**src/rtl/lfs_pkg.sv**
```systemverilog
package lfs_pkg;

   typedef enum logic {
      SEQ_HALTED = 1'b0,
      SEQ_ACTIVE = 1'b1
   } seq_state_t;

   // bits needed to hold the value n itself
   function automatic int unsigned span_w(input int unsigned n);
      return (n < 2) ? 1 : $clog2(n + 1);
   endfunction

endpackage

```
**src/rtl/lfs_frame_ctrl.sv**
```systemverilog
module lfs_frame_ctrl
   import lfs_pkg::*;
#(
   parameter int unsigned SKIP_W = 4
) (
   input  logic              clk,
   input  logic              rst_n,
   input  logic              run_i,
   input  logic [SKIP_W-1:0] skip_i,
   input  logic              frame_start_i,
   output logic              running_o,
   output logic              upd_o
);

   seq_state_t        state_q;
   logic [SKIP_W-1:0] skip_left_q;
   logic              upd_q;

   always_ff @(posedge clk) begin
      if (!rst_n) begin
         state_q     <= SEQ_HALTED;
         skip_left_q <= '0;
         upd_q       <= 1'b0;
      end else if (frame_start_i) begin
         unique case (state_q)
            SEQ_HALTED: begin
               if (run_i) begin
                  state_q     <= SEQ_ACTIVE;
                  upd_q       <= 1'b1;
                  skip_left_q <= skip_i;
               end
            end
            SEQ_ACTIVE: begin
               if (!run_i) begin
                  state_q <= SEQ_HALTED;
                  upd_q   <= 1'b0;
               end else if (skip_left_q == '0) begin
                  upd_q       <= 1'b1;
                  skip_left_q <= skip_i;
               end else begin
                  upd_q       <= 1'b0;
                  skip_left_q <= skip_left_q - 1'b1;
               end
            end
            default: state_q <= SEQ_HALTED;
         endcase
      end
   end

   assign running_o = (state_q == SEQ_ACTIVE);
   assign upd_o     = upd_q;

   p_rise_on_boundary_r7: assert property (@(posedge clk) disable iff (!rst_n)
      $rose(running_o) |-> $past(frame_start_i && run_i));

   p_fall_on_boundary_r6: assert property (@(posedge clk) disable iff (!rst_n)
      $fell(running_o) |-> $past(frame_start_i && !run_i));

   p_update_needs_running_r4: assert property (@(posedge clk) disable iff (!rst_n)
      upd_o |-> running_o);

   p_update_moves_at_boundary_r5: assert property (@(posedge clk) disable iff (!rst_n)
      !$stable(upd_o) |-> $past(frame_start_i));

endmodule

```
**src/rtl/lfs_row_issue.sv**
```systemverilog
module lfs_row_issue
   import lfs_pkg::*;
#(
   parameter int unsigned ROWS = 480,
   localparam int unsigned YW  = $clog2(ROWS),
   localparam int unsigned RCW = span_w(ROWS)
) (
   input  logic          clk,
   input  logic          rst_n,
   input  logic          frame_start_i,
   input  logic          line_done_i,
   input  logic          upd_i,
   output logic          row_stb_o,
   output logic [YW-1:0] row_idx_o
);

   logic [RCW-1:0] row_cnt_q;
   logic           in_grid;

   assign in_grid = (row_cnt_q < RCW'(ROWS));

   // frame start wins over a coincident row event
   always_ff @(posedge clk) begin
      if (!rst_n) begin
         row_cnt_q <= '0;
         row_stb_o <= 1'b0;
         row_idx_o <= '0;
      end else begin
         row_stb_o <= 1'b0;
         if (frame_start_i) begin
            row_cnt_q <= '0;
         end else if (line_done_i && in_grid) begin
            row_cnt_q <= row_cnt_q + 1'b1;
            if (upd_i) begin
               row_stb_o <= 1'b1;
               row_idx_o <= row_cnt_q[YW-1:0];
            end
         end
      end
   end

   p_strobe_from_row_event_r2: assert property (@(posedge clk) disable iff (!rst_n)
      row_stb_o |-> $past(line_done_i && !frame_start_i && upd_i));

   p_index_in_grid_r3: assert property (@(posedge clk) disable iff (!rst_n)
      row_stb_o |-> (32'(row_idx_o) < ROWS));

   p_strobe_single_r2: assert property (@(posedge clk) disable iff (!rst_n)
      (row_stb_o && !line_done_i) |=> !row_stb_o);

endmodule

```
**src/rtl/lfs_host_port.sv**
```systemverilog
module lfs_host_port #(
   parameter int unsigned XW          = 10,
   parameter int unsigned YW          = 9,
   parameter int unsigned DATA_W      = 1,
   parameter int unsigned SYNC_STAGES = 2
) (
   input  logic              clk,
   input  logic              rst_n,
   input  logic              running_i,
   input  logic [XW-1:0]     host_x_i,
   input  logic [YW-1:0]     host_y_i,
   input  logic [DATA_W-1:0] host_data_i,
   input  logic              host_stb_i,
   output logic              wr_en_o,
   output logic [XW-1:0]     wr_x_o,
   output logic [YW-1:0]     wr_y_o,
   output logic [DATA_W-1:0] wr_data_o
);

   logic [SYNC_STAGES-1:0] sync_q;
   logic                   prev_q;
   logic                   stb_rise;

   for (genvar s = 0; s < SYNC_STAGES; s++) begin : g_sync
      if (s == 0) begin : g_first
         always_ff @(posedge clk) begin
            if (!rst_n) sync_q[s] <= 1'b0;
            else        sync_q[s] <= host_stb_i;
         end
      end else begin : g_next
         always_ff @(posedge clk) begin
            if (!rst_n) sync_q[s] <= 1'b0;
            else        sync_q[s] <= sync_q[s-1];
         end
      end
   end

   always_ff @(posedge clk) begin
      if (!rst_n) prev_q <= 1'b0;
      else        prev_q <= sync_q[SYNC_STAGES-1];
   end

   assign stb_rise = sync_q[SYNC_STAGES-1] & ~prev_q;

   always_ff @(posedge clk) begin
      if (!rst_n) begin
         wr_en_o   <= 1'b0;
         wr_x_o    <= '0;
         wr_y_o    <= '0;
         wr_data_o <= '0;
      end else begin
         wr_en_o <= stb_rise & ~running_i;
         if (stb_rise & ~running_i) begin
            wr_x_o    <= host_x_i;
            wr_y_o    <= host_y_i;
            wr_data_o <= host_data_i;
         end
      end
   end

   p_one_write_per_edge_r10: assert property (@(posedge clk) disable iff (!rst_n)
      wr_en_o |=> !wr_en_o);

   p_no_write_while_running_r9: assert property (@(posedge clk) disable iff (!rst_n)
      wr_en_o |-> !$past(running_i));

endmodule

```
**src/rtl/life_frame_sequencer.sv**
```systemverilog
module life_frame_sequencer
   import lfs_pkg::*;
#(
   parameter int unsigned COLS        = 640,
   parameter int unsigned ROWS        = 480,
   parameter int unsigned DATA_W      = 1,
   parameter int unsigned SKIP_W      = 4,
   parameter int unsigned SYNC_STAGES = 2,
   localparam int unsigned XW         = $clog2(COLS),
   localparam int unsigned YW         = $clog2(ROWS)
) (
   input  logic              clk,
   input  logic              rst_n,
   input  logic              run_i,
   input  logic [SKIP_W-1:0] skip_i,
   input  logic              frame_start_i,
   input  logic              line_done_i,
   input  logic [XW-1:0]     host_x_i,
   input  logic [YW-1:0]     host_y_i,
   input  logic [DATA_W-1:0] host_data_i,
   input  logic              host_stb_i,
   output logic              running_o,
   output logic              row_stb_o,
   output logic [YW-1:0]     row_idx_o,
   output logic              wr_en_o,
   output logic [XW-1:0]     wr_x_o,
   output logic [YW-1:0]     wr_y_o,
   output logic [DATA_W-1:0] wr_data_o
);

   if (COLS < 2 || ROWS < 2) begin : g_bad_grid
      $error("life_frame_sequencer: grid must be at least 2x2");
   end
   if (SYNC_STAGES < 2) begin : g_bad_sync
      $error("life_frame_sequencer: SYNC_STAGES must be 2 or more");
   end
   if (SKIP_W < 1 || DATA_W < 1) begin : g_bad_width
      $error("life_frame_sequencer: SKIP_W and DATA_W must be positive");
   end

   logic upd;

   lfs_frame_ctrl #(
      .SKIP_W (SKIP_W)
   ) u_frame (
      .clk           (clk),
      .rst_n         (rst_n),
      .run_i         (run_i),
      .skip_i        (skip_i),
      .frame_start_i (frame_start_i),
      .running_o     (running_o),
      .upd_o         (upd)
   );

   lfs_row_issue #(
      .ROWS (ROWS)
   ) u_rows (
      .clk           (clk),
      .rst_n         (rst_n),
      .frame_start_i (frame_start_i),
      .line_done_i   (line_done_i),
      .upd_i         (upd),
      .row_stb_o     (row_stb_o),
      .row_idx_o     (row_idx_o)
   );

   lfs_host_port #(
      .XW          (XW),
      .YW          (YW),
      .DATA_W      (DATA_W),
      .SYNC_STAGES (SYNC_STAGES)
   ) u_host (
      .clk         (clk),
      .rst_n       (rst_n),
      .running_i   (running_o),
      .host_x_i    (host_x_i),
      .host_y_i    (host_y_i),
      .host_data_i (host_data_i),
      .host_stb_i  (host_stb_i),
      .wr_en_o     (wr_en_o),
      .wr_x_o      (wr_x_o),
      .wr_y_o      (wr_y_o),
      .wr_data_o   (wr_data_o)
   );

   p_reset_quiet_r1: assert property (@(posedge clk)
      $past(!rst_n) |-> (!running_o && !row_stb_o && !wr_en_o));

endmodule

```
**config.mk**
```make
export PLATFORM = sky130hd
export DESIGN_NAME = life_frame_sequencer
export DESIGN_NICKNAME = d
export VERILOG_FILES = /design/src/rtl/lfs_pkg.sv /design/src/rtl/lfs_frame_ctrl.sv /design/src/rtl/lfs_row_issue.sv /design/src/rtl/lfs_host_port.sv /design/src/rtl/life_frame_sequencer.sv
export SDC_FILE = /design/constraint.sdc
export NUM_CORES = 1
export LEC_CHECK = 0
export BUFFER_PORTS_ARGS = -buffer_cell sky130_fd_sc_hd__buf_2
export CORE_MARGIN = 4
export CORE_UTILIZATION = 54
export CTS_CLUSTER_SIZE = 10
export DETAILED_ROUTE_END_ITERATION = 12
export PLACE_DENSITY = 0.95
export SETUP_SLACK_MARGIN = 0.3
export SLEW_MARGIN = 20
export SYNTH_ARGS = -nofsm -noshare
export SYNTH_HDL_FRONTEND = slang
export SYNTH_SLANG_ARGS = --single-unit
export TNS_END_PERCENT = 10
```
**constraint.sdc**
```tcl
create_clock -name clk -period 3.7 [get_ports clk]
set_clock_uncertainty 0.15 [all_clocks]
set_input_delay 0.185 -clock clk [delete_from_list [all_inputs] [get_ports clk]]
set_output_delay 0.185 -clock clk [all_outputs]
set_load 0.1 [all_outputs]
```
==> flow_summary_export.csv, run 1 <==
group,metric,value,unit
finish,stdcell_area,2590,sq um
timing,max_freq,551,MHz
logic_synthesis,syn_inst,232,
logic_synthesis,synthArstFlopShare,0,%
worst_setup_path,worstRegToRegCells,3,
detailed_routing,postRouteAntennaNets,0,
power_and_ir_drop,seqPwrFrac,53.6,%
detailed_routing,vias,1995,
finish,syn_to_final_growth,31.1,%
floorplanning,core.rowCount,21,
clock_tree,clockRootBuffer,"clkbuf_8",
worst_setup_path,required,3760,ps
detailed_routing,wl_met1,2.18,mm
timing,report.final.hold_viol_count,0,
clock_tree,clock_latency,300,ps
worst_setup_path,cp-end-kind,"register",
finish,drive_gt1_share,23.7,%
grt,grt-ovfl-total,0,
floorplanning,core,3440,sq um
power_and_ir_drop,finalPower,0.00103,W
power_and_ir_drop,power.leakage,1.07,nW
logic_synthesis,yosysUniqueCellTypes,38,
clock_tree,cts_resized,0,
timing,rsz0062_at_grt,"false",
floorplanning,start_util,57.4,%
floorplanning,die_area,4690,sq um
detailed_routing,drt_iter0_markers,161,
placed_design,post_dp_cell_area,2280,sq um
clock_tree,htreeDepth,2,
finish,final_common_cell,"nand2_1",
power_and_ir_drop,ir_drop,0.240,mV
logic_synthesis,syn_area,1970,sq um
placed_design,pre_cts_ws,1770,ps
detailed_routing,dr_wl_met3,397,um
logic_synthesis,synth_edf_count,0,
worst_setup_path,crit_path_start,"u_frame.running_o",
worst_setup_path,startpoint_type,"register",
timing,slew_viol_final,0,
detailed_routing,wl_met2,2.73,mm
worst_setup_path,path_class,"register to register",
power_and_ir_drop,sw_frac_of_total,29.7,%
hold_path,hp-class,"primary input to register",
power_and_ir_drop,comb_power_share,15.7,%
finish,fill_cells,212,
clock_tree,post_cts_buffers,0,
floorplanning,io_pins,62,
job,maxCapViolCount,0,
clock_tree,cts_buffers,5,
grt,grtUsageTotal,23.2,%
floorplanning,die_w,68.5,um
detailed_routing,drc_errors,0,
detailed_routing,wl_per_cell,15.4,um
timing,period_minus_slack,1810,ps
detailed_routing,dr.pass1.iters,4,
logic_synthesis,yosysSeqAreaShare,49.7,%
timing,worst_slew_pin_slew,776,ps
logic_synthesis,postSynthAreaPerCell,8.51,sq um
logic_synthesis,synth-main-ff-cell,"dfxtp_1",
finish,antenna_cells,0,
finish,fin_nets,339,
timing,tns,0,ps
timing,finalWorstSetupSlack,1890,ps
placed_design,hpwl,3.00,mm
timing,max-slew-margin-rel,48.2,%
power_and_ir_drop,clkPwrFrac,30.7,%
clock_tree,cts_tree,"built",
placed_design,port_buffers,61,
worst_setup_path,r2r_start,"u_frame.running_o",
detailed_routing,totalWireLength,5.44,mm
status,status,"complete, no violations",
detailed_routing,top_layer,"met4",
floorplanning,die-height,68.5,um
finish,finish.utilization,75.2,%
worst_setup_path,path_max_fanout,20,
worst_setup_path,r2r-end,"u_host.wr_x_o[4]",
clock_tree,clock_sinks,49,
grt,grt_pass1_vias,1828,
grt,antenna_found_initial,0,
clock_tree,hold_buffers,21,
worst_setup_path,crit_arrival,1870,ps
grt,grt_pass1_wl,8.05,mm
timing,setup_violations,0,
clock_tree,ctsLongestPathBuffers,2,
finish,final_cell_mix,"nand2_1 (64), buf_2 (61), dfxtp_1 (49), a21oi_1 (27), dlygate4sd3_1 (21)",
logic_synthesis,yosys_warnings,0,
power_and_ir_drop,power_density,399,nW/um^2
logic_synthesis,syn-num-nets,264,
detailed_routing,viasPerCell,5.64,
worst_setup_path,crit_path_end,"u_host.wr_x_o[4]",
power_and_ir_drop,p_sw,0.000306,W
worst_setup_path,r2r_slack,1890,ps
clock_tree,clk_transition_reported_paths,90,ps
placed_design,routabilityCongestion,0.860,
power_and_ir_drop,p_int,0.000726,W
grt,grt_max_degree,29,
logic_synthesis,synth_seq_cells,49,
timing,finalCritPeriodShare,49.0,%
## state kept, by name, summed over array words and instances (netlist names), 2 cells and up
| register | cells |
|---|---|
| u_rows.row_idx_o | 9 |
| u_frame.skip_left_q | 4 |
| u_rows.row_cnt_q | 9 |
| u_host.wr_y_o | 9 |
| u_host.sync_q | 2 |
| u_host.wr_x_o | 10 |
## synthesized netlist by cell type, types with 4 or more instances
library cell,n,area [sq um]
dfxtp_1,49,981
nand4_1,4,25.0
o21ai_0,5,25.0
and2_1,5,31.3
nor3_1,5,25.0
inv_1,6,22.5
nand2_1,64,240
a21oi_1,27,135
mux2i_1,9,90.1
clkbuf_1,12,45.0
nand3_1,4,20.0
## area by class of cell
type                            instances  area [sq um]  share of cell area, %
Sequential cell                        49           981                   37.9
Inverter                                6          22.5                  0.870
Multi-Input combinational cell        163           921                   35.6
Timing Repair Buffer                   82           515                   19.9
Clock inverter                          3          21.3                  0.822
Clock buffer                            5          68.8                   2.66
Tap cell                               46          57.6                   2.22
## how the worst min path moves through the flow
stage                startpoint             endpoint  slack, ps  cells past startpoint
floorplan            host_stb_i     u_host.sync_q[0]        160                      1
global placement     host_stb_i     u_host.sync_q[0]        260                      2
detailed placement   host_stb_i     u_host.sync_q[0]        260                      2
CTS                 line_done_i  u_rows.row_cnt_q[1]         50                      3
global route        line_done_i  u_rows.row_cnt_q[1]         80                      3
finish              line_done_i  u_rows.row_cnt_q[1]         60                      3
## logic make-up after synthesis
logic type	synth area share (%)
compound gates	16.5
fa+ha+maj	1.27
buf+inv	4.25
flops	49.7
mux	4.56
simple gates	23.8
## metrics by stage
stage / hold slack [ps] / std cells
2_1_floorplan: 162 / 232
3_3_place_gp: 260 / 325
3_5_place_dp: 262 / 325
4_1_cts: 50.6 / 354
5_1_grt: 75.7 / 354
6_report: 56.0 / 354
## layer usage
| metal | vias to the layer above | global-route usage, % |
|---|---|---|
| met4 | 0 | 10.9 |
| met3 | 14 | 6.57 |
| met5 | - | 0 |
| li1 | 955 | - |
| met2 | 94 | 40.9 |
| met1 | 932 | 25.2 |
## critical path: stages (launching register included)
cell     delay (ps)
dfxtp_1         470
nor3b_4         730
nand2_1         150
a21oi_1         220
## power by group through the flow
| stage | sequential, W | clock, W | combinational (W) |
|---|---|---|---|
| CTS | 0.000552 | 0.000320 | 0.000157 |
| detailed placement | 0.000564 | 0 | 0.000139 |
| global route | 0.000554 | 0.000339 | 0.000172 |
| floorplan | 0.000621 | 0 | 0.0000482 |
| global placement | 0.000563 | 0 | 0.000137 |
| finish | 0.000553 | 0.000317 | 0.000162 |
Note: power is estimated with default switching activity, not from simulation.
==> inputs of run 2 (changes only) <==
- CORE_UTILIZATION: 54 -> 45
- PLACE_DENSITY: 0.95 -> 0.86
- clock period: 3.7 -> 1.5 ns (I/O delays scaled with it)
==> flow_summary_export.csv, run 2 (synthesis gave the netlist of run 1 again) <==
group,metric,value,unit
status,status,"complete, but fails checks",
status,violations,"negative setup slack",
worst_setup_path,cp_slowest_cell,"dfxtp_4",
power_and_ir_drop,comb_power_share,20.0,%
worst_setup_path,crit_arrival,1610,ps
finish,fin_nets,370,
grt,grt_max_degree,22,
placed_design,routabilityCongestion,0.853,
clock_tree,clock_latency,300,ps
clock_tree,cts_tree,"built",
grt,grtUsageTotal,20.2,%
finish,multi_input_area,1180,sq um
placed_design,pre_cts_ws,-41.2,ps
worst_setup_path,slowest_delay,380,ps
timing,finalWorstSetupSlack,-91.7,ps
power_and_ir_drop,finalPower,0.00273,W
finish,final_cells,389,
power_and_ir_drop,seqPwrFrac,50.0,%
worst_setup_path,crit_buf_inv,1,
worst_setup_path,cp-end-kind,"register",
floorplanning,start_util,48.0,%
power_and_ir_drop,p_int,0.00192,W
timing,worst_slew_pin_slew,468,ps
detailed_routing,dr.pass1.iters,5,
detailed_routing,wl_per_cell,20.1,um
clock_tree,clockRootBuffer,"clkbuf_8",
finish,fill_cells,204,
worst_setup_path,required,1520,ps
detailed_routing,viasPerCell,5.79,
finish,regArea,1010,sq um
timing,max_freq,628,MHz
finish,largest_register_ffs,10,
placed_design,dp_cells,343,
timing,rsz0062_at_grt,"true",
clock_tree,ctsLongestPathBuffers,2,
clock_tree,htreeDepth,2,
power_and_ir_drop,power_density,812,nW/um^2
clock_tree,cts_buffers,5,
grt,antenna_found_initial,0,
grt,grt-ovfl-total,0,
floorplanning,core.rowCount,23,
finish,top_register,"u_host.wr_x_o",
finish,syn_to_final_growth,70.5,%
timing,max-slew-margin-rel,68.8,%
timing,holdWs,24.8,ps
grt,grt_pass1_vias,2002,
worst_setup_path,crit_family,"compound AO/OA/AOI/OAI gates",
clock_tree,clock_sinks,49,
detailed_routing,postRouteAntennaNets,0,
detailed_routing,drt_iter0_markers,167,
finish,antenna_cells,0,
power_and_ir_drop,ir_drop,0.624,mV
power_and_ir_drop,sw_frac_of_total,29.9,%
hold_path,hp-class,"primary input to register",
power_and_ir_drop,p_sw,0.000816,W
detailed_routing,totalWireLength,7.80,mm
worst_setup_path,startpoint_type,"register",
floorplanning,die_w,74.2,um
finish,final_cell_mix,"nand2_1 (44), dfxtp_1 (37), buf_2 (29), dlygate4sd3_1 (27), buf_6 (26)",
detailed_routing,vias,2252,
power_and_ir_drop,clkPwrFrac,30.0,%
finish,drive_gt1_share,50.4,%
floorplanning,die-height,74.2,um
worst_setup_path,path_class,"register to register",
finish,stdcell_area,3370,sq um
timing,setup_violations,1,
placed_design,port_buffers,61,
grt,grt_pass1_wl,8.77,mm
floorplanning,io_pins,62,
timing,finalCritPeriodShare,106,%
finish,final_common_cell,"nand2_1",
worst_setup_path,cp_cell_sequence,"and4_4 -> buf_4 -> o311ai_1 -> o41ai_1",
timing,period_minus_slack,1590,ps
placed_design,hpwl,3.19,mm
power_and_ir_drop,power.leakage,1.29,nW
timing,slew_viol_final,0,
worst_setup_path,path_max_fanout,7,
placed_design,post_dp_cell_area,2450,sq um
job,maxCapViolCount,0,
floorplanning,die_area,5510,sq um
timing,report.final.hold_viol_count,0,
detailed_routing,drc_errors,0,
floorplanning,core,4120,sq um
clock_tree,clk_transition_reported_paths,90,ps
==> run 2: cell count changes in the layout (fill, tap and decap cells not counted), moves of 3 or more <==
cell | previous run | this run
a21oi_1 | 27 | 8
dfxtp_1 | 49 | 37
dfxtp_2 | 0 | 5
buf_6 | 0 | 26
dlygate4sd3_1 | 21 | 27
a21oi_2 | 0 | 19
dfxtp_4 | 0 | 7
buf_2 | 61 | 29
clkbuf_4 | 0 | 3
nand2_2 | 0 | 19
buf_12 | 0 | 3
nand2_1 | 64 | 44
nor3_1 | 5 | 2
buf_4 | 0 | 24
==> run 2: worst paths after layout <==
check / endpoint / from / slack, ps / cells past startpoint
hold / removal: u_frame.upd_o / frame_start_i / 20 / 3
hold reg to reg: u_host.sync_q[1] / u_host.sync_q[0] / 310 / 1
setup / recovery: u_rows.row_cnt_q[6] / u_rows.row_cnt_q[5] / -90 / 4
setup reg to reg: u_rows.row_cnt_q[6] / u_rows.row_cnt_q[5] / -90 / 4
==> run 2: layout make-up <==
cell class	count	area share [%]
Clock inverter	2	0.409
Sequential cell	49	30.1
Inverter	6	0.669
Timing Repair Buffer	113	29.3
Clock buffer	6	2.45
Tap cell	50	1.86
Multi-Input combinational cell	163	35.2
==> run 2: worst reg2reg max path, delay by kind of cell (launching register included) <==
family / cells / cell delay, ps
simple gates: 1 / 230
compound gates: 2 / 550
buf+inv: 1 / 150
flops: 1 / 380
==> run 2: power by group through the flow <==
stage	combinational, W	sequential, W	clock [W]
detailed placement	0.000383	0.00139	0
global placement	0.000378	0.00139	0
global route	0.000569	0.00137	0.000872
floorplan	0.000138	0.00153	0
finish	0.000546	0.00137	0.000821
CTS	0.000444	0.00136	0.000828
==> run 2: metrics by stage <==
| step | util (%) | setup TNS (ps) |
|---|---|---|
| 6_report | 81.8 | -91.7 |
| 5_1_grt | 81.8 | -210 |
| 4_1_cts | 70.6 | 0 |
| 3_5_place_dp | 59.5 | -102 |
| 3_3_place_gp | 59.5 | -13.8 |
| 2_1_floorplan | - | 0 |
==> run 2: what timing repair did <==
item | in CTS | in global routing
resized for setup | 16 | 156
hold endpoints to repair | 29 | 0
endpoints found under the setup margin | 77 | 77
hold buffers | 27 | 0
pin swaps | 9 | 52
buffers inserted | 6 | 5
==> run 2: per-layer routing <==
metal / vias to the layer above / track usage [%] / part of all wire (%)
li1: 1013 / - / -
met1: 1067 / 22.5 / 38
met2: 142 / 36.2 / 50
met3: 30 / 6.49 / 9.2
met4: 0 / 7.31 / 2.4
met5: - / 0 / 0
